$ cat config.mk
export PLATFORM = sky130hd
export DESIGN_NAME = dqb_bypass
export DESIGN_NICKNAME = d
export VERILOG_FILES = /design/src/rtl/dqb_pkg.sv /design/src/rtl/dqb_fifo.sv /design/src/rtl/dqb_steer.sv /design/src/rtl/dqb_bypass.sv
export SDC_FILE = /design/constraint.sdc
export NUM_CORES = 1
export LEC_CHECK = 0
export BUFFER_PORTS_ARGS = -buffer_cell sky130_fd_sc_hd__buf_4
export CAP_MARGIN = 20
export CORE_ASPECT_RATIO = 1.5
export CORE_UTILIZATION = 55
export CTS_CLUSTER_SIZE = 10
export DETAILED_ROUTE_END_ITERATION = 10
export PLACE_DENSITY = 0.77
export SETUP_SLACK_MARGIN = 0.1
export SLEW_MARGIN = 20
export SYNTH_ARGS = -nofsm -noshare
export SYNTH_HDL_FRONTEND = slang
export SYNTH_HIERARCHICAL = 1
export SYNTH_SLANG_ARGS = --single-unit
export TNS_END_PERCENT = 20
$ cat constraint.sdc
create_clock -name clk -period 6 [get_ports clk]
set_input_delay 1.2 -clock clk [delete_from_list [all_inputs] [get_ports clk]]
set_output_delay 1.2 -clock clk [all_outputs]
set_load 0.05 [all_outputs]
$ cat src/rtl/dqb_pkg.sv
package dqb_pkg;
  localparam int unsigned ARCH_REG_W = 5;

  typedef struct packed {
    logic                  direct;
    logic [ARCH_REG_W-1:0] dest;
  } dq_entry_t;

  localparam int unsigned ENTRY_W = $bits(dq_entry_t);
endpackage

$ cat src/rtl/dqb_fifo.sv
module dqb_fifo
  import dqb_pkg::*;
#(
  parameter int unsigned DEPTH = 64
) (
  input  logic      clk,
  input  logic      rst_n,
  input  logic      push,
  input  dq_entry_t push_entry,
  input  logic      pop,
  output logic      empty,
  output logic      full,
  output dq_entry_t head_entry
);
  localparam int unsigned PTR_W = (DEPTH > 1) ? $clog2(DEPTH) : 1;
  localparam int unsigned CNT_W = $clog2(DEPTH + 1);
  localparam logic [PTR_W-1:0] LAST_SLOT = PTR_W'(DEPTH - 1);
  localparam logic [CNT_W-1:0] FULL_CNT  = CNT_W'(DEPTH);

  logic [PTR_W-1:0] wr_ptr_q, wr_ptr_d;
  logic [PTR_W-1:0] rd_ptr_q, rd_ptr_d;
  logic [CNT_W-1:0] count_q, count_d;
  dq_entry_t        slot_q [DEPTH];

  function automatic logic [PTR_W-1:0] ptr_inc(input logic [PTR_W-1:0] p);
    return (p == LAST_SLOT) ? '0 : p + PTR_W'(1);
  endfunction

  assign empty      = (count_q == '0);
  assign full       = (count_q == FULL_CNT);
  assign head_entry = slot_q[rd_ptr_q];

  always_comb begin
    wr_ptr_d = wr_ptr_q;
    rd_ptr_d = rd_ptr_q;
    count_d  = count_q;
    if (push) wr_ptr_d = ptr_inc(wr_ptr_q);
    if (pop)  rd_ptr_d = ptr_inc(rd_ptr_q);
    case ({push, pop})
      2'b10:   count_d = count_q + CNT_W'(1);
      2'b01:   count_d = count_q - CNT_W'(1);
      default: count_d = count_q;
    endcase
  end

  always_ff @(posedge clk or negedge rst_n) begin
    if (!rst_n) begin
      wr_ptr_q <= '0;
      rd_ptr_q <= '0;
      count_q  <= '0;
    end else begin
      wr_ptr_q <= wr_ptr_d;
      rd_ptr_q <= rd_ptr_d;
      count_q  <= count_d;
    end
  end

  for (genvar i = 0; i < DEPTH; i++) begin : g_slot
    logic slot_en;
    assign slot_en = push && (wr_ptr_q == PTR_W'(i));
    always_ff @(posedge clk) begin
      if (slot_en) slot_q[i] <= push_entry;
    end
  end

  assert_no_overflow_R3: assert property (@(posedge clk) disable iff (!rst_n)
    push |-> (!full || pop));

  assert_no_underflow_R7: assert property (@(posedge clk) disable iff (!rst_n)
    pop |-> !empty);

  assert_count_hold_R9: assert property (@(posedge clk) disable iff (!rst_n)
    (push == pop) |=> $stable(count_q));
endmodule

$ cat src/rtl/dqb_steer.sv
module dqb_steer
  import dqb_pkg::*;
#(
  parameter int unsigned IW = 32,
  parameter int unsigned DW = 64
) (
  input  logic                  clk,
  input  logic                  rst_n,
  input  logic                  trl_valid,
  input  logic [IW-1:0]         trl_instr,
  input  logic                  q_empty,
  input  dq_entry_t             head_entry,
  input  logic                  vq_empty,
  input  logic [DW-1:0]         vq_data,
  output logic                  q_pop,
  output logic                  trl_stall,
  output logic                  vq_pop,
  output logic                  obuf_we,
  output logic [ARCH_REG_W-1:0] obuf_addr,
  output logic [DW-1:0]         obuf_wdata,
  output logic                  dec_valid,
  output logic [IW-1:0]         dec_instr
);
  logic                  blocked;
  logic                  take_direct, take_decode;
  logic                  we_d, dec_d;
  logic [ARCH_REG_W-1:0] addr_q;
  logic [DW-1:0]         wdata_q;
  logic [IW-1:0]         instr_q;
  logic                  we_q, dec_q;

  assign blocked     = q_empty || (head_entry.direct && vq_empty);
  assign trl_stall   = blocked;
  assign q_pop       = trl_valid && !blocked;
  assign take_direct = q_pop && head_entry.direct;
  assign take_decode = q_pop && !head_entry.direct;
  assign vq_pop      = take_direct;

  always_comb begin
    we_d  = take_direct;
    dec_d = take_decode;
  end

  always_ff @(posedge clk or negedge rst_n) begin
    if (!rst_n) begin
      we_q  <= 1'b0;
      dec_q <= 1'b0;
    end else begin
      we_q  <= we_d;
      dec_q <= dec_d;
    end
  end

  always_ff @(posedge clk) begin
    if (take_direct) begin
      addr_q  <= head_entry.dest;
      wdata_q <= vq_data;
    end
    if (take_decode) instr_q <= trl_instr;
  end

  assign obuf_we    = we_q;
  assign obuf_addr  = addr_q;
  assign obuf_wdata = wdata_q;
  assign dec_valid  = dec_q;
  assign dec_instr  = instr_q;

  assert_vq_pop_has_data_R6: assert property (@(posedge clk) disable iff (!rst_n)
    vq_pop |-> !vq_empty);

  assert_stall_on_starved_R8: assert property (@(posedge clk) disable iff (!rst_n)
    (!q_empty && head_entry.direct && vq_empty) |-> (trl_stall && !vq_pop));

  assert_one_route_R5: assert property (@(posedge clk) disable iff (!rst_n)
    !(obuf_we && dec_valid));

  assert_write_follows_pop_R4: assert property (@(posedge clk) disable iff (!rst_n)
    obuf_we |-> $past(vq_pop));
endmodule

$ cat src/rtl/dqb_bypass.sv
module dqb_bypass
  import dqb_pkg::*;
#(
  parameter int unsigned DEPTH = 64,
  parameter int unsigned IW    = 32,
  parameter int unsigned DW    = 64
) (
  input  logic                  clk,
  input  logic                  rst_n,
  input  logic                  cmt_valid,
  input  logic                  cmt_redo,
  input  logic [ARCH_REG_W-1:0] cmt_dest,
  output logic                  cmt_stall,
  input  logic                  trl_valid,
  input  logic [IW-1:0]         trl_instr,
  output logic                  trl_stall,
  input  logic                  vq_empty,
  input  logic [DW-1:0]         vq_data,
  output logic                  vq_pop,
  output logic                  obuf_we,
  output logic [ARCH_REG_W-1:0] obuf_addr,
  output logic [DW-1:0]         obuf_wdata,
  output logic                  dec_valid,
  output logic [IW-1:0]         dec_instr
);
  logic      q_empty, q_full, q_pop, q_push;
  dq_entry_t new_entry, head_entry;

  always_comb begin
    new_entry.direct = !cmt_redo;
    new_entry.dest   = cmt_dest;
  end

  assign cmt_stall = q_full && !q_pop;
  assign q_push    = cmt_valid && !cmt_stall;

  dqb_fifo #(.DEPTH(DEPTH)) u_fifo (
    .clk        (clk),
    .rst_n      (rst_n),
    .push       (q_push),
    .push_entry (new_entry),
    .pop        (q_pop),
    .empty      (q_empty),
    .full       (q_full),
    .head_entry (head_entry)
  );

  dqb_steer #(.IW(IW), .DW(DW)) u_steer (
    .clk        (clk),
    .rst_n      (rst_n),
    .trl_valid  (trl_valid),
    .trl_instr  (trl_instr),
    .q_empty    (q_empty),
    .head_entry (head_entry),
    .vq_empty   (vq_empty),
    .vq_data    (vq_data),
    .q_pop      (q_pop),
    .trl_stall  (trl_stall),
    .vq_pop     (vq_pop),
    .obuf_we    (obuf_we),
    .obuf_addr  (obuf_addr),
    .obuf_wdata (obuf_wdata),
    .dec_valid  (dec_valid),
    .dec_instr  (dec_instr)
  );

  assert_full_push_pop_R9: assert property (@(posedge clk) disable iff (!rst_n)
    (q_full && q_pop) |-> !cmt_stall);

  assert_empty_blocks_R7: assert property (@(posedge clk) disable iff (!rst_n)
    q_empty |-> (trl_stall && !vq_pop));
endmodule

======== After elaboration in Yosys (flattened, before gate mapping) ========
Memory sizes are Yosys's and may differ from the RTL's.
Cells that the tools add are included.
word-level totals
  register bits ........................... 122
  latch bits .............................. 0
  memory bits (writable) .................. 384
  memory bits (read-only) ................. 0
  input bits .............................. 107
  output and inout port bits .............. 106
  logic and storage cells ................. 542
  memories ................................ 1
memory list
  memory         words  bits a word  read ports  clocked after Yosys merged registers in  wr ports  RTL line        text
  u_fifo.slot_q  64     6            1           0                                        1         dqb_fifo.sv:23  dq_entry_t slot_q [DEPTH];
cells by class
  add/subtract/negate cells ............... 4
  $mul .................................... 0
  divide/modulo/power cells ............... 0
  order comparisons ....................... 0
  equality and inequality tests ........... 67
  shift-type cells ........................ 0
  muxes and demuxes ....................... 320
  bitwise logic cells ..................... 0
  reduce and logical (&&, ||, !) cells .... 142
operator list
  operator               number
  $mux W6                128
  $reduce_or A6 Y1       63
  $eq A6 B6 Y1 const B   33
  $mux W1                191
  $eq A6 B5 Y1 const B   16
  $logic_and A1 B1 Y1    70
  $eq A6 B4 Y1 const B   8
  $eq A6 B3 Y1 const B   4
  $pmux W7 S2            1
  $add A6 B1 Y6 const B  2
  $eq A6 B2 Y1 const B   2
  $add A7 B1 Y7 const B  1
  $eq A7 B7 Y1 const B   1
  $logic_not A7 Y1       1
  $sub A7 B1 Y7 const B  1
  $eq A6 B1 Y1 const B   1
  $logic_not A6 Y1       1
  $logic_not A1 Y1       5
  $eq A2 B1 Y1 const B   1
  $eq A2 B2 Y1 const B   1
  $reduce_bool A2 Y1     1
  $logic_or A1 B1 Y1     1

======== Logic depth before layout (Yosys ltp) ========
Gate-level depths: netlist of run 1.
An unclocked memory read counts as a cell.
  word-level depth ........................ 76
  depth in mapped cells ................... 21
  mapped depth without buffers ............ 17

======== Modules after synthesis ========
Netlist of run 1, hierarchy kept.
by module, submodules not included
  module      instances  cells each  area an instance (um2)  seq. area each (um2)
  dqb_fifo    1          825         16031.6                 12006.5
  dqb_steer   1          108         3126.7                  3083.0
  dqb_bypass  1          3           26.3                    0.0

======== Least setup slack after synthesis of run 1 ========
Ideal clock, no wire load.
  path kind ............................... reg-to-output
  start ................................... register u_fifo.rd_ptr_q[0]
  end ..................................... output vq_pop
  arrival ................................. 4.911 ns
  data required time ...................... 4.800 ns
  setup slack ............................. -0.111 ns
  stages on the path, launching flop included .. 9
  path buffers ............................ 2
  cells stage by stage .................... dfrtp_1 > buf_6 > buf_4 > mux4_2 > mux2i_1 > nand3_1 > o21ai_0 > o31ai_1 > nor3b_2
RTL lines
  element                 RTL line          text
  start, declared         dqb_fifo.sv:21    logic [PTR_W-1:0] rd_ptr_q, rd_ptr_d;
  start signal, assigned  dqb_fifo.sv:53    rd_ptr_q <= rd_ptr_d;
  end, declared           dqb_bypass.sv:19  output logic vq_pop,

==> summary.md, run 1 <==
| Metric | Value |
|---|---|
| CTS tree | built |
| Final instance area | 22900 um2 |
| Floorplan die height | 231 um |
| Synthesized cell area | between 15000 and 20000 um2 |
| Post-detail-place hpwl | between 20000 and 30000 um |
| Final setup violating endpoints | 0 |
| Drt via density | slightly above 6 |
| Die span in x | 154 um |
| Status | finished, final reports clean |
| Cells resized by post-CTS repair | 0 |
| Largest net degree at the start of global routing | 71 |
| I/O pin count | 213 |
| GR Overflow Total | 0 |
| Setup repair after global routing missed its margin | false |
| Top-area cell type share of the netlist area | 0.759 |
| Area growth, synth to finish | 19.3% |
| Post-CTS setup buffer count | 0 |
| Detailed-route DRC error count | 0 |
| Wire length reported by the detailed router | 42400 um |
| Most area-consuming cells after synthesis | sky130_fd_sc_hd__edfxtp_1 (76%), sky130_fd_sc_hd__mux4_2 (11%), sky130_fd_sc_hd__dfrtp_1 (2.7%) |
| H-tree levels | 2 |
| Number of antenna violations at the first check in global routing | 0 |
| Class of the tightest hold or removal check | in2async |
| Via count of the first global-routing pass | slightly above 10000 |
| Total number of placement rows | 83 |
| RePlAce Congestion | 0.867 |
| Number of port buffers | 212 |
| Leakage Power | 7.74 nW |
| Critical Path Source Type | register |
| Post-detailed-route wirelength per cell | 25.7 um |
| Pin slew with the least headroom to its limit | just under 0.9 ns |
| Placeable core area | 34300 um2 |
| Cell variety after synth | 46 |
| Asr flop ratio synth | 0.0415 |
| Commonest cells in the synthesized netlist | sky130_fd_sc_hd__edfxtp_1 (485), sky130_fd_sc_hd__mux4_2 (96), sky130_fd_sc_hd__nor2_1 (69) |
| Total vias in the final route | around 10000 |
| Global-route wire length before repair | between 60000 and 70000 um |
| Cell type contributing the most total cell area after synthesis | sky130_fd_sc_hd__edfxtp_1 |
| Power per unit of standard cell area | around 470 nW/um2 |
| Area of the die | 35600 um2 |
| Share of cells above drive strength 1 | 0.329 |
| Maximum capacitance violations | 0 |
| Clock Skew | 0.0277 ns |
| Worst-path maximum fanout | 39 |
| Clk_lat worst skew | between 0.5 and 0.6 ns |
| CTS Hold Buffers Added | 0 |
| Number of synthesized flops with an enable pin | between 400 and 500 |
| Critical path class | reg2reg |
| Clock sink count | approximately 510 |
| Initial standard-cell utilization of the core | 0.560 |
| Flops & latches, synth | 506 |
| Buffer levels on the longest clock path | 3 |
| Maximum achievable frequency | between 150 and 200 MHz |
| Sequential area share after synthesis | 0.787 |
| CTS Buf Count | 56 |
| Syn Area/Cell | approximately 20 um2 |
| Number of optimization iterations in the first detailed-route pass | 5 |
| Tightest slew margin relative to the limit | 0.413 |
| Clk root buf | sky130_fd_sc_hd__clkbuf_16 |
| Most numerous cell in the Yosys netlist | sky130_fd_sc_hd__edfxtp_1 |
| Max-slew violation count | 0 |
| Setup TNS Final | 0 ns |
| Crit path required time | 6.49 ns |
| Number of nets in the layout | 1293 |
| Final hold violations | 0 |
| Post-Synthesis Net Count | 1051 |
| Element type at the critical path end | register |
| Cell Area, Placed | 21300 um2 |
| Fin crit period | 5.01 ns |
| Diodes inserted | 0 |
| Number of standard cells after synthesis | about 940 |
| Final core occ | 0.668 |
| Detailed Route Iter0 Violations | between 1000 and 1500 |
| Overall routing resource usage | 0.244 |
| Count of warnings emitted by yosys | 6 |
| Highest ir drop seen on vdd | 0.000307 V |
| Number of routed nets with antenna violations | 0 |
| Worst path arrival time | 5.50 ns |
| Worst hold slack after final layout | 0.506 ns |
| Post-synth top flop | sky130_fd_sc_hd__edfxtp_1 |
| Clock transition at the registers of the reported paths | 0.06 ns |
| Tcrit/Tclk final | 0.835 |
-- report_power, final --
part | leakage (nW) | switching (mW) | total, mW | internal [mW]
registers | 4.64 | 0.340 | 4.61 | 4.27
clock network | 0.779 | 1.24 | 3.04 | 1.80
logic | 2.32 | 1.94 | 3.19 | 1.25
total | 7.74 | 3.52 | 10.8 | 7.32
-- layer usage --
layer,track usage,vias to the layer above,wire length [um]
met4,0.127,0,2050
met3,0.0407,100,3480
met1,0.292,4987,15000
met2,0.425,583,21900
met5,0,-,0
li1,-,4296,-
-- worst max-delay path, cell delays in order, from the launching register on --
cell and delay, ns:
sky130_fd_sc_hd__dfrtp_4 0.98, sky130_fd_sc_hd__buf_12 0.31, sky130_fd_sc_hd__mux4_2 0.52, sky130_fd_sc_hd__a22o_1 0.24, sky130_fd_sc_hd__nor3_1 0.26, sky130_fd_sc_hd__o31ai_1 0.18
sky130_fd_sc_hd__a21oi_1 0.17, sky130_fd_sc_hd__buf_4 0.18, sky130_fd_sc_hd__nor2b_4 0.05, sky130_fd_sc_hd__nor2b_2 0.13, sky130_fd_sc_hd__inv_1 0.11, sky130_fd_sc_hd__ha_1 0.39
sky130_fd_sc_hd__xor2_1 0.23, sky130_fd_sc_hd__ha_1 0.23, sky130_fd_sc_hd__and3b_1 0.18, sky130_fd_sc_hd__o21ai_0 0.23, sky130_fd_sc_hd__nand4_1 0.13, sky130_fd_sc_hd__a21oi_1 0.20
sky130_fd_sc_hd__xor2_1 0.18
-- sequential cells by signal (all words and copies together) (netlist names) --
| name | count |
|---|---|
| u_fifo/count_q | 7 |
| u_fifo/rd_ptr_q | 6 |
| u_fifo/slot_q | 384 |
| u_fifo/wr_ptr_q | 6 |
| u_steer/dec_instr | 32 |
| u_steer/dec_valid | 1 |
| u_steer/obuf_addr | 5 |
| u_steer/obuf_wdata | 64 |
| u_steer/obuf_we | 1 |
-- final cells by class --
cell class                      instances  area (um2)
Sequential cell                       506       15100
Clock inverter                          2        17.5
Tap cell                              425         532
Fill cell                            2153       11400
Clock buffer                          104        1620
Timing Repair Buffer                  235        1790
Multi-Input combinational cell        373        3810
Inverter                                6        22.5
-- final timing paths --
check,slack (ns),end,startpoint,depth (start not counted)
worst max register to register,0.99,u_fifo/count_q[6],u_fifo/rd_ptr_q[0],18
worst min register to register,0.54,u_fifo/count_q[6],u_fifo/count_q[6],1
worst min-delay path,0.51,u_fifo/wr_ptr_q[5],rst_n,1
max in group asynchronous,5.23,u_fifo/rd_ptr_q[0],rst_n,1
worst max-delay path,0.99,u_fifo/count_q[6],u_fifo/rd_ptr_q[0],18
min in group clk,0.54,u_fifo/count_q[6],u_fifo/count_q[6],1
-- cell families after synthesis --
logic type,share of synthesized area
AO/OA/AOI/OAI,0.0356
buffers and inverters,0.0153
flip-flops,0.787
AND/OR/NAND/NOR,0.0360
multiplexers,0.115
adder cells (fa/ha/maj),0.00522
XOR/XNOR,0.00593
-- cell usage in the layout, fill, tap and decap left out, drive strengths merged, types with 7 or more instances in the layout --
cell type,instances
a21oi,28
a22oi,45
buf,235
clkbuf,104
dfrtp,21
edfxtp,485
ha,8
inv,7
mux4,96
nand2,30
nand3,10
nor2,69
nor2b,11
o21ai,14
xor2,8
-- per-stage QoR --
step	power (mW)	std cells	worst slack (ns)
after floorplan	6.84	936	0.979
after global placement	7.80	1545	1.08
after detailed placement	7.84	1545	1.01
after CTS	10.9	1651	1.01
after global routing	11.2	1651	0.610
final	10.8	1651	0.988
Power figures use the tool's default switching activity.
==> run 2, diff against run 1 <==
CORE_UTILIZATION = 52   (was 55)
PLACE_DENSITY = 0.76   (was 0.77)
clock period = 4.55 ns   (was 6 ns; I/O delays follow)
==> summary.md, run 2 (synthesis results as in run 1) <==
| Metric | Value |
|---|---|
| Maximum achievable frequency | 239 MHz (was 200 MHz) |
| Worst path arrival time | 4.68 ns (was 5.50 ns) |
| Share of cells above drive strength 1 | 0.348 (was 0.329) |
| Number of optimization iterations in the first detailed-route pass | 5 (unchanged) |
| Cell type group with the largest total delay on the critical path | compound AO/OA/AOI/OAI gates (unchanged) |
| Buffer levels on the longest clock path | 3 (unchanged) |
| Max-slew violation count | 0 (unchanged) |
| CTS Hold Buffers Added | 0 (unchanged) |
| Via count of the first global-routing pass | 10353 (was 10265) |
| Final instance area | 23000 um2 (was 22900 um2) |
| GR Overflow Total | 0 (unchanged) |
| Power per unit of standard cell area | 622 nW/um2 (was 474 nW/um2) |
| Clock Skew | 0.0182 ns (was 0.0277 ns) |
| H-tree levels | 2 (unchanged) |
| Combinational cell fraction of total power | 0.306 (was 0.294) |
| Placeable core area | 36200 um2 (was 34300 um2) |
| Total number of placement rows | 85 (was 83) |
| Detailed Route Iter0 Violations | 1028 (was 1090) |
| Pin slew with the least headroom to its limit | 0.853 ns (was 0.881 ns) |
| Number of routed nets with antenna violations | 0 (unchanged) |
| Internal cell power | 9.63 mW (was 7.32 mW) |
| CTS tree | built (unchanged) |
| Reported net switching power | 4.71 mW (was 3.52 mW) |
| Fill cell count | 2398 (was 2153) |
| Detailed-route DRC error count | 0 (unchanged) |
| Leakage Power | 7.79 nW (was 7.74 nW) |
| Final setup violating endpoints | 0 (unchanged) |
| Total vias in the final route | 10154 (was 9966) |
| Number of buffers and inverters on the critical path | 2 (was 3) |
| Highest ir drop seen on vdd | 0.000354 V (was 0.000307 V) |
| Worst hold slack after final layout | 0.221 ns (was 0.506 ns) |
| Global-route wire length before repair | 64900 um (was 62800 um) |
| Critical path class | reg2reg (unchanged) |
| Wire length reported by the detailed router | 43800 um (was 42400 um) |
| Fin crit period | 4.18 ns (was 5.01 ns) |
| Crit path required time | 5.05 ns (was 6.49 ns) |
| Tightest slew margin relative to the limit | 0.432 (was 0.413) |
| Critical Path Source Type | register (unchanged) |
| Clock sink count | 506 (unchanged) |
| Largest register FFs | 384 (unchanged) |
| Post-detailed-route wirelength per cell | 25.7 um (about the same) |
| Most used cells in the layout excluding fill and tap cells | sky130_fd_sc_hd__edfxtp_1 (485), sky130_fd_sc_hd__buf_4 (247), sky130_fd_sc_hd__mux4_2 (96) (was sky130_fd_sc_hd__edfxtp_1 (485), sky130_fd_sc_hd__buf_4 (233), sky130_fd_sc_hd__mux4_2 (96)) |
| Critical Path Max Stage Delay | 0.53 ns (was 0.98 ns) |
| Relative contribution of sequential cells to total power | 0.418 (was 0.425) |
| Area growth, synth to finish | 20.1% (was 19.3%) |
| Class of the tightest hold or removal check | in2async (unchanged) |
| Post-detail-place hpwl | 28200 um (was 27900 um) |
| Largest net degree at the start of global routing | 71 (unchanged) |
| Status | finished, final reports clean (unchanged) |
| Clock transition at the registers of the reported paths | 0.06 ns (about the same) |
| Number of port buffers | 212 (unchanged) |
| RePlAce Congestion | 0.877 (was 0.867) |
| I/O pin count | 213 (unchanged) |
| Setup repair after global routing missed its margin | false (unchanged) |
| Number of nets in the layout | 1307 (was 1293) |
| Initial standard-cell utilization of the core | 0.531 (was 0.560) |
| Top register by number of flip-flops | u_fifo/slot_q (unchanged) |
| Die span in x | 159 um (was 154 um) |
| Combined area of the multi-input logic cells | 3840 um2 (was 3810 um2) |
| Clk root buf | sky130_fd_sc_hd__clkbuf_16 (unchanged) |
| Area of the die | 37700 um2 (was 35600 um2) |
| Worst-path cell with the longest stage delay | sky130_fd_sc_hd__mux4_2 (was sky130_fd_sc_hd__dfrtp_4) |
| Combined flip-flop and latch cell area | 15100 um2 (unchanged) |
| Most common library cell in the layout ignoring fill and taps | sky130_fd_sc_hd__edfxtp_1 (unchanged) |
| Worst-path maximum fanout | 22 (was 39) |
| Floorplan die height | 237 um (was 231 um) |
| Tcrit/Tclk final | 0.918 (was 0.835) |
| CTS Buf Count | 56 (unchanged) |
| Diodes inserted | 0 (unchanged) |
| Final hold violations | 0 (unchanged) |
| Crit-path cells | buf_12 -> mux4_2 -> a22o_1 -> nor3_1 -> o31ai_2 -> a21oi_2 -> nor2b_4 -> nor2b_2 -> inv_1 -> ha_1 -> xor2_1 -> ha_1 -> and3b_1 -> o21ai_0 -> a21boi_0 -> nor3_1 -> xor2_1 (was buf_12 -> mux4_2 -> a22o_1 -> nor3_1 -> o31ai_1 -> a21oi_1 -> buf_4 -> nor2b_4 -> nor2b_2 -> inv_1 -> ha_1 -> xor2_1 -> ha_1 -> and3b_1 -> o21ai_0 -> nand4_1 -> a21oi_1 -> xor2_1) |
| Maximum capacitance violations | 0 (unchanged) |
| Number of antenna violations at the first check in global routing | 0 (unchanged) |
| Setup TNS Final | 0 ns (unchanged) |
| Element type at the critical path end | register (unchanged) |
| Switching Share | 0.328 (was 0.325) |
| Cell Area, Placed | 21300 um2 (about the same) |
| Clk_lat worst skew | 0.59 ns (was 0.58 ns) |
| Share of power burned in the clock network | 0.276 (was 0.281) |
| Overall routing resource usage | 0.237 (was 0.244) |
| Drt via density | 5.95 (was 6.04) |
## run 2: changes by cell type in the layout (fill, tap and decap cells not counted)
cell,delta
sky130_fd_sc_hd__o31ai_1,-1
sky130_fd_sc_hd__buf_4,+14
sky130_fd_sc_hd__a21oi_2,+1
sky130_fd_sc_hd__nor2_2,+10
sky130_fd_sc_hd__clkbuf_8,-2
sky130_fd_sc_hd__clkinv_2,+1
sky130_fd_sc_hd__clkbuf_1,-10
sky130_fd_sc_hd__o31ai_2,+1
sky130_fd_sc_hd__nor2_1,-10
sky130_fd_sc_hd__a21oi_1,-1
## run 2: cell type report
class,instances,share of cell area
Clock buffer,92,0.0676
Timing Repair Buffer,249,0.0822
Tap cell,478,0.0260
Inverter,6,0.000978
Multi-Input combinational cell,373,0.167
Clock inverter,3,0.000978
Sequential cell,506,0.655
## run 2: power by group through the flow
stage | logic [mW] | clock network (mW) | registers, mW
after floorplan | 2.40 | 0 | 6.66
after global placement | 4.20 | 0 | 6.07
after detailed placement | 4.26 | 0 | 6.08
after CTS | 4.29 | 4.03 | 6.00
after global routing | 4.58 | 4.19 | 6.03
final | 4.39 | 3.96 | 5.99
## run 2: metrics by stage
step	total power, mW	cells	worst slack (ns)	util
floorplan	9.06	936	-0.0657	-
global placement	10.3	1603	0.292	0.590
detailed placement	10.3	1603	0.170	0.590
CTS	14.3	1698	0.136	0.634
global route	14.8	1707	0.175	0.637
finish	14.3	1707	0.372	0.637
## run 2: per-layer routing
layer  share of wire  GRT usage  up-vias
li1                -          -     4316
met1            0.34      0.274     5104
met2            0.52      0.412      611
met3           0.077     0.0419      123
met4           0.059      0.145        0
met5               0          0        -
## run 2: final timing paths
path	start	end	slack, ns	cells past startpoint
min in group clk	vq_data[54]	u_steer/obuf_wdata[54]	0.50	1
max in group asynchronous	rst_n	u_fifo/rd_ptr_q[0]	4.07	1
min reg2reg	u_fifo/count_q[6]	u_fifo/count_q[6]	0.52	1
min	rst_n	u_fifo/rd_ptr_q[4]	0.22	1
max	u_fifo/rd_ptr_q[0]	u_fifo/count_q[4]	0.37	17
max reg2reg	u_fifo/rd_ptr_q[0]	u_fifo/count_q[4]	0.37	17
## run 2: repair_timing
action | 4_1_cts | 5_1_grt
gates resized for setup | 0 | 11
setup endpoints to repair | 0 | 140
buffers inserted | 0 | 9
==> run 3, diff against run 2 <==
CORE_UTILIZATION = 45   (was 52)
PLACE_DENSITY = 0.67   (was 0.76)
==> summary.md, run 3 (synthesis results as in run 1) <==
| Metric | Value |
|---|---|
| Status | finished, final reports clean (unchanged) |
| Area of the die | 43500 um2 (was 37700 um2) |
| Setup repair after global routing missed its margin | false (unchanged) |
| Area growth, synth to finish | 20.6% (was 20.1%) |
| Crit-path cells | buf_12 -> mux4_2 -> a22oi_1 -> a21boi_1 -> o21ai_1 -> o31ai_2 -> a21oi_1 -> nor2b_4 -> nor2b_2 -> inv_1 -> ha_1 -> xor2_1 -> ha_1 -> and3b_1 -> o21ai_0 -> a21boi_0 -> nor3_1 -> xor2_1 (was buf_12 -> mux4_2 -> a22o_1 -> nor3_1 -> o31ai_2 -> a21oi_2 -> nor2b_4 -> nor2b_2 -> inv_1 -> ha_1 -> xor2_1 -> ha_1 -> and3b_1 -> o21ai_0 -> a21boi_0 -> nor3_1 -> xor2_1) |
| Top register by number of flip-flops | u_fifo/slot_q (unchanged) |
| Largest net degree at the start of global routing | 71 (unchanged) |
| Diodes inserted | 0 (unchanged) |
| Clock sink count | 506 (unchanged) |
| Class of the tightest hold or removal check | in2async (unchanged) |
| Number of optimization iterations in the first detailed-route pass | 5 (unchanged) |
| Largest register FFs | 384 (unchanged) |
| Placeable core area | 42000 um2 (was 36200 um2) |
| Post-detailed-route wirelength per cell | 26.4 um (was 25.7 um) |
| Maximum achievable frequency | 237 MHz (was 239 MHz) |
| Post-detail-place hpwl | 31700 um (was 28200 um) |
| Clk_lat worst skew | 0.58 ns (was 0.59 ns) |
| Critical Path Source Type | register (unchanged) |
| Tcrit/Tclk final | 0.927 (was 0.918) |
| Crit path required time | 5.05 ns (about the same) |
| Number of antenna violations at the first check in global routing | 0 (unchanged) |
| Critical Path Max Stage Delay | 0.50 ns (was 0.53 ns) |
| Number of cells in the finished layout apart from fillers | 1778 (was 1707) |
| Clk root buf | sky130_fd_sc_hd__clkbuf_16 (unchanged) |
| Worst-path cell with the longest stage delay | sky130_fd_sc_hd__mux4_2 (unchanged) |
| Critical path class | reg2reg (unchanged) |
| Most common library cell in the layout ignoring fill and taps | sky130_fd_sc_hd__edfxtp_1 (unchanged) |
| Final hold violations | 0 (unchanged) |
| H-tree levels | 2 (unchanged) |
| Reg-to-reg endpoint | u_fifo/count_q[4] (unchanged) |
| Total number of placement rows | 92 (was 85) |
| Depth of the most critical reg-to-reg path | 18 (was 17) |
| Setup TNS Final | 0 ns (unchanged) |
| GR Overflow Total | 0 (unchanged) |
| Fin crit period | 4.22 ns (was 4.18 ns) |
| Overall routing resource usage | 0.217 (was 0.237) |
| Max-slew violation count | 0 (unchanged) |
| Buffer levels on the longest clock path | 3 (unchanged) |
| Pin slew with the least headroom to its limit | 0.913 ns (was 0.853 ns) |
| Total vias in the final route | 10098 (was 10154) |
| DP Cell Count | 1690 (was 1603) |
| CTS Buf Count | 56 (unchanged) |
| CTS tree | built (unchanged) |
| Number of buffers and inverters on the critical path | 2 (unchanged) |
| Initial standard-cell utilization of the core | 0.457 (was 0.531) |
| Worst path arrival time | 4.71 ns (was 4.68 ns) |
| Detailed-route DRC error count | 0 (unchanged) |
| Clock Skew | 0.0133 ns (was 0.0182 ns) |
| Final setup violating endpoints | 0 (unchanged) |
| Tightest slew margin relative to the limit | 0.390 (was 0.432) |
| Detailed Route Iter0 Violations | 1089 (was 1028) |
| Clock transition at the registers of the reported paths | 0.06 ns (about the same) |
| Cell type group with the largest total delay on the critical path | compound AO/OA/AOI/OAI gates (unchanged) |
| RePlAce Congestion | 0.846 (was 0.877) |
| CTS Hold Buffers Added | 0 (unchanged) |
| Worst-path maximum fanout | 10 (was 22) |
| Leakage Power | 7.78 nW (was 7.79 nW) |
| Drt via density | 5.68 (was 5.95) |
| I/O pin count | 213 (unchanged) |
| Die span in x | 171 um (was 159 um) |
| Global-route wire length before repair | 67600 um (was 64900 um) |
| Number of port buffers | 212 (unchanged) |
| Critical path depth in cells | 18 (was 17) |
| Floorplan die height | 255 um (was 237 um) |
| Final core occ | 0.551 (was 0.637) |
| Number of routed nets with antenna violations | 0 (unchanged) |
| Most used cells in the layout excluding fill and tap cells | sky130_fd_sc_hd__edfxtp_1 (485), sky130_fd_sc_hd__buf_4 (242), sky130_fd_sc_hd__mux4_2 (96) (was sky130_fd_sc_hd__edfxtp_1 (485), sky130_fd_sc_hd__buf_4 (247), sky130_fd_sc_hd__mux4_2 (96)) |
| Wire length reported by the detailed router | 46900 um (was 43800 um) |
| Highest ir drop seen on vdd | 0.000328 V (was 0.000354 V) |
| Number of nets in the layout | 1305 (was 1307) |
| Share of cells above drive strength 1 | 0.358 (was 0.348) |
| Element type at the critical path end | register (unchanged) |
| Reg-to-reg setup timing slack | 0.33 ns (was 0.37 ns) |
| Power per unit of standard cell area | 622 nW/um2 (about the same) |
| Maximum capacitance violations | 0 (unchanged) |
| Via count of the first global-routing pass | 10210 (was 10353) |
| Worst setup startpoint | u_fifo/rd_ptr_q[0] (unchanged) |
| Source of the worst register-to-register timing path | u_fifo/rd_ptr_q[0] (unchanged) |
run 3: cell count changes in the layout (fill, tap and decap cells not counted), sizes merged:
cell and change:
clkinv -1, inv +1, buf -2, clkbuf -13
run 3: what timing repair did:
action	4_1_cts	5_1_grt
gates resized for setup	1	18
setup endpoints to repair	5	284
setup buffers	0	6
pin swaps	0	0
run 3: metal layers:
metal / global-route usage / vias up / wire (um)
met5: 0 / - / 0
met4: 0.0952 / 0 / 1860
li1: - / 4292 / -
met2: 0.385 / 559 / 24600
met1: 0.262 / 5155 / 16800
met3: 0.0336 / 92 / 3640
run 3: worst reg2reg max path: cells and delay by family, from the launching register on:
kind	cells	cell delay [ns]
simple gates	4	0.61
xor+xnor	2	0.32
fa+ha+maj	2	0.46
flops	1	0.42
compound gates	7	1.56
mux	1	0.51
buf+inv	2	0.27
run 3: worst max-delay path by stage:
stage / endpoint / slack, ns
floorplan: vq_pop / -0.07
global placement: u_fifo/slot_q[57][0] / 0.25
detailed placement: u_fifo/slot_q[51][3] / 0.13
CTS: u_fifo/slot_q[59][0] / 0.11
global route: u_fifo/count_q[6] / 0.11
finish: u_fifo/count_q[4] / 0.33
run 3: area by class of cell:
class                      instances  area, um2
multi-input combinational        373       3870
sequential                       506      15100
timing repair buffer             247       1900
clock buffer                      79       1520
fill                            3144      18900
tap                              564        706
clock inverter                     3       21.3
inverter                           6       25.0
run 3: power breakdown:
group	leakage [nW]	internal, mW	switching [mW]
Combinational	2.39	1.73	2.81
Sequential	4.64	5.64	0.322
Clock	0.745	2.27	1.63
Total	7.78	9.64	4.76
run 3: stage by stage:
step	hold WS, ns	cell area, um2	total power, mW	worst slack (ns)
floorplan	0.455	19200	9.06	-0.0657
global placement	0.485	21500	10.5	0.251
detailed placement	0.482	21500	10.5	0.127
CTS	0.222	23000	14.4	0.110
global route	0.240	23100	14.9	0.110
finish	0.235	23100	14.4	0.334
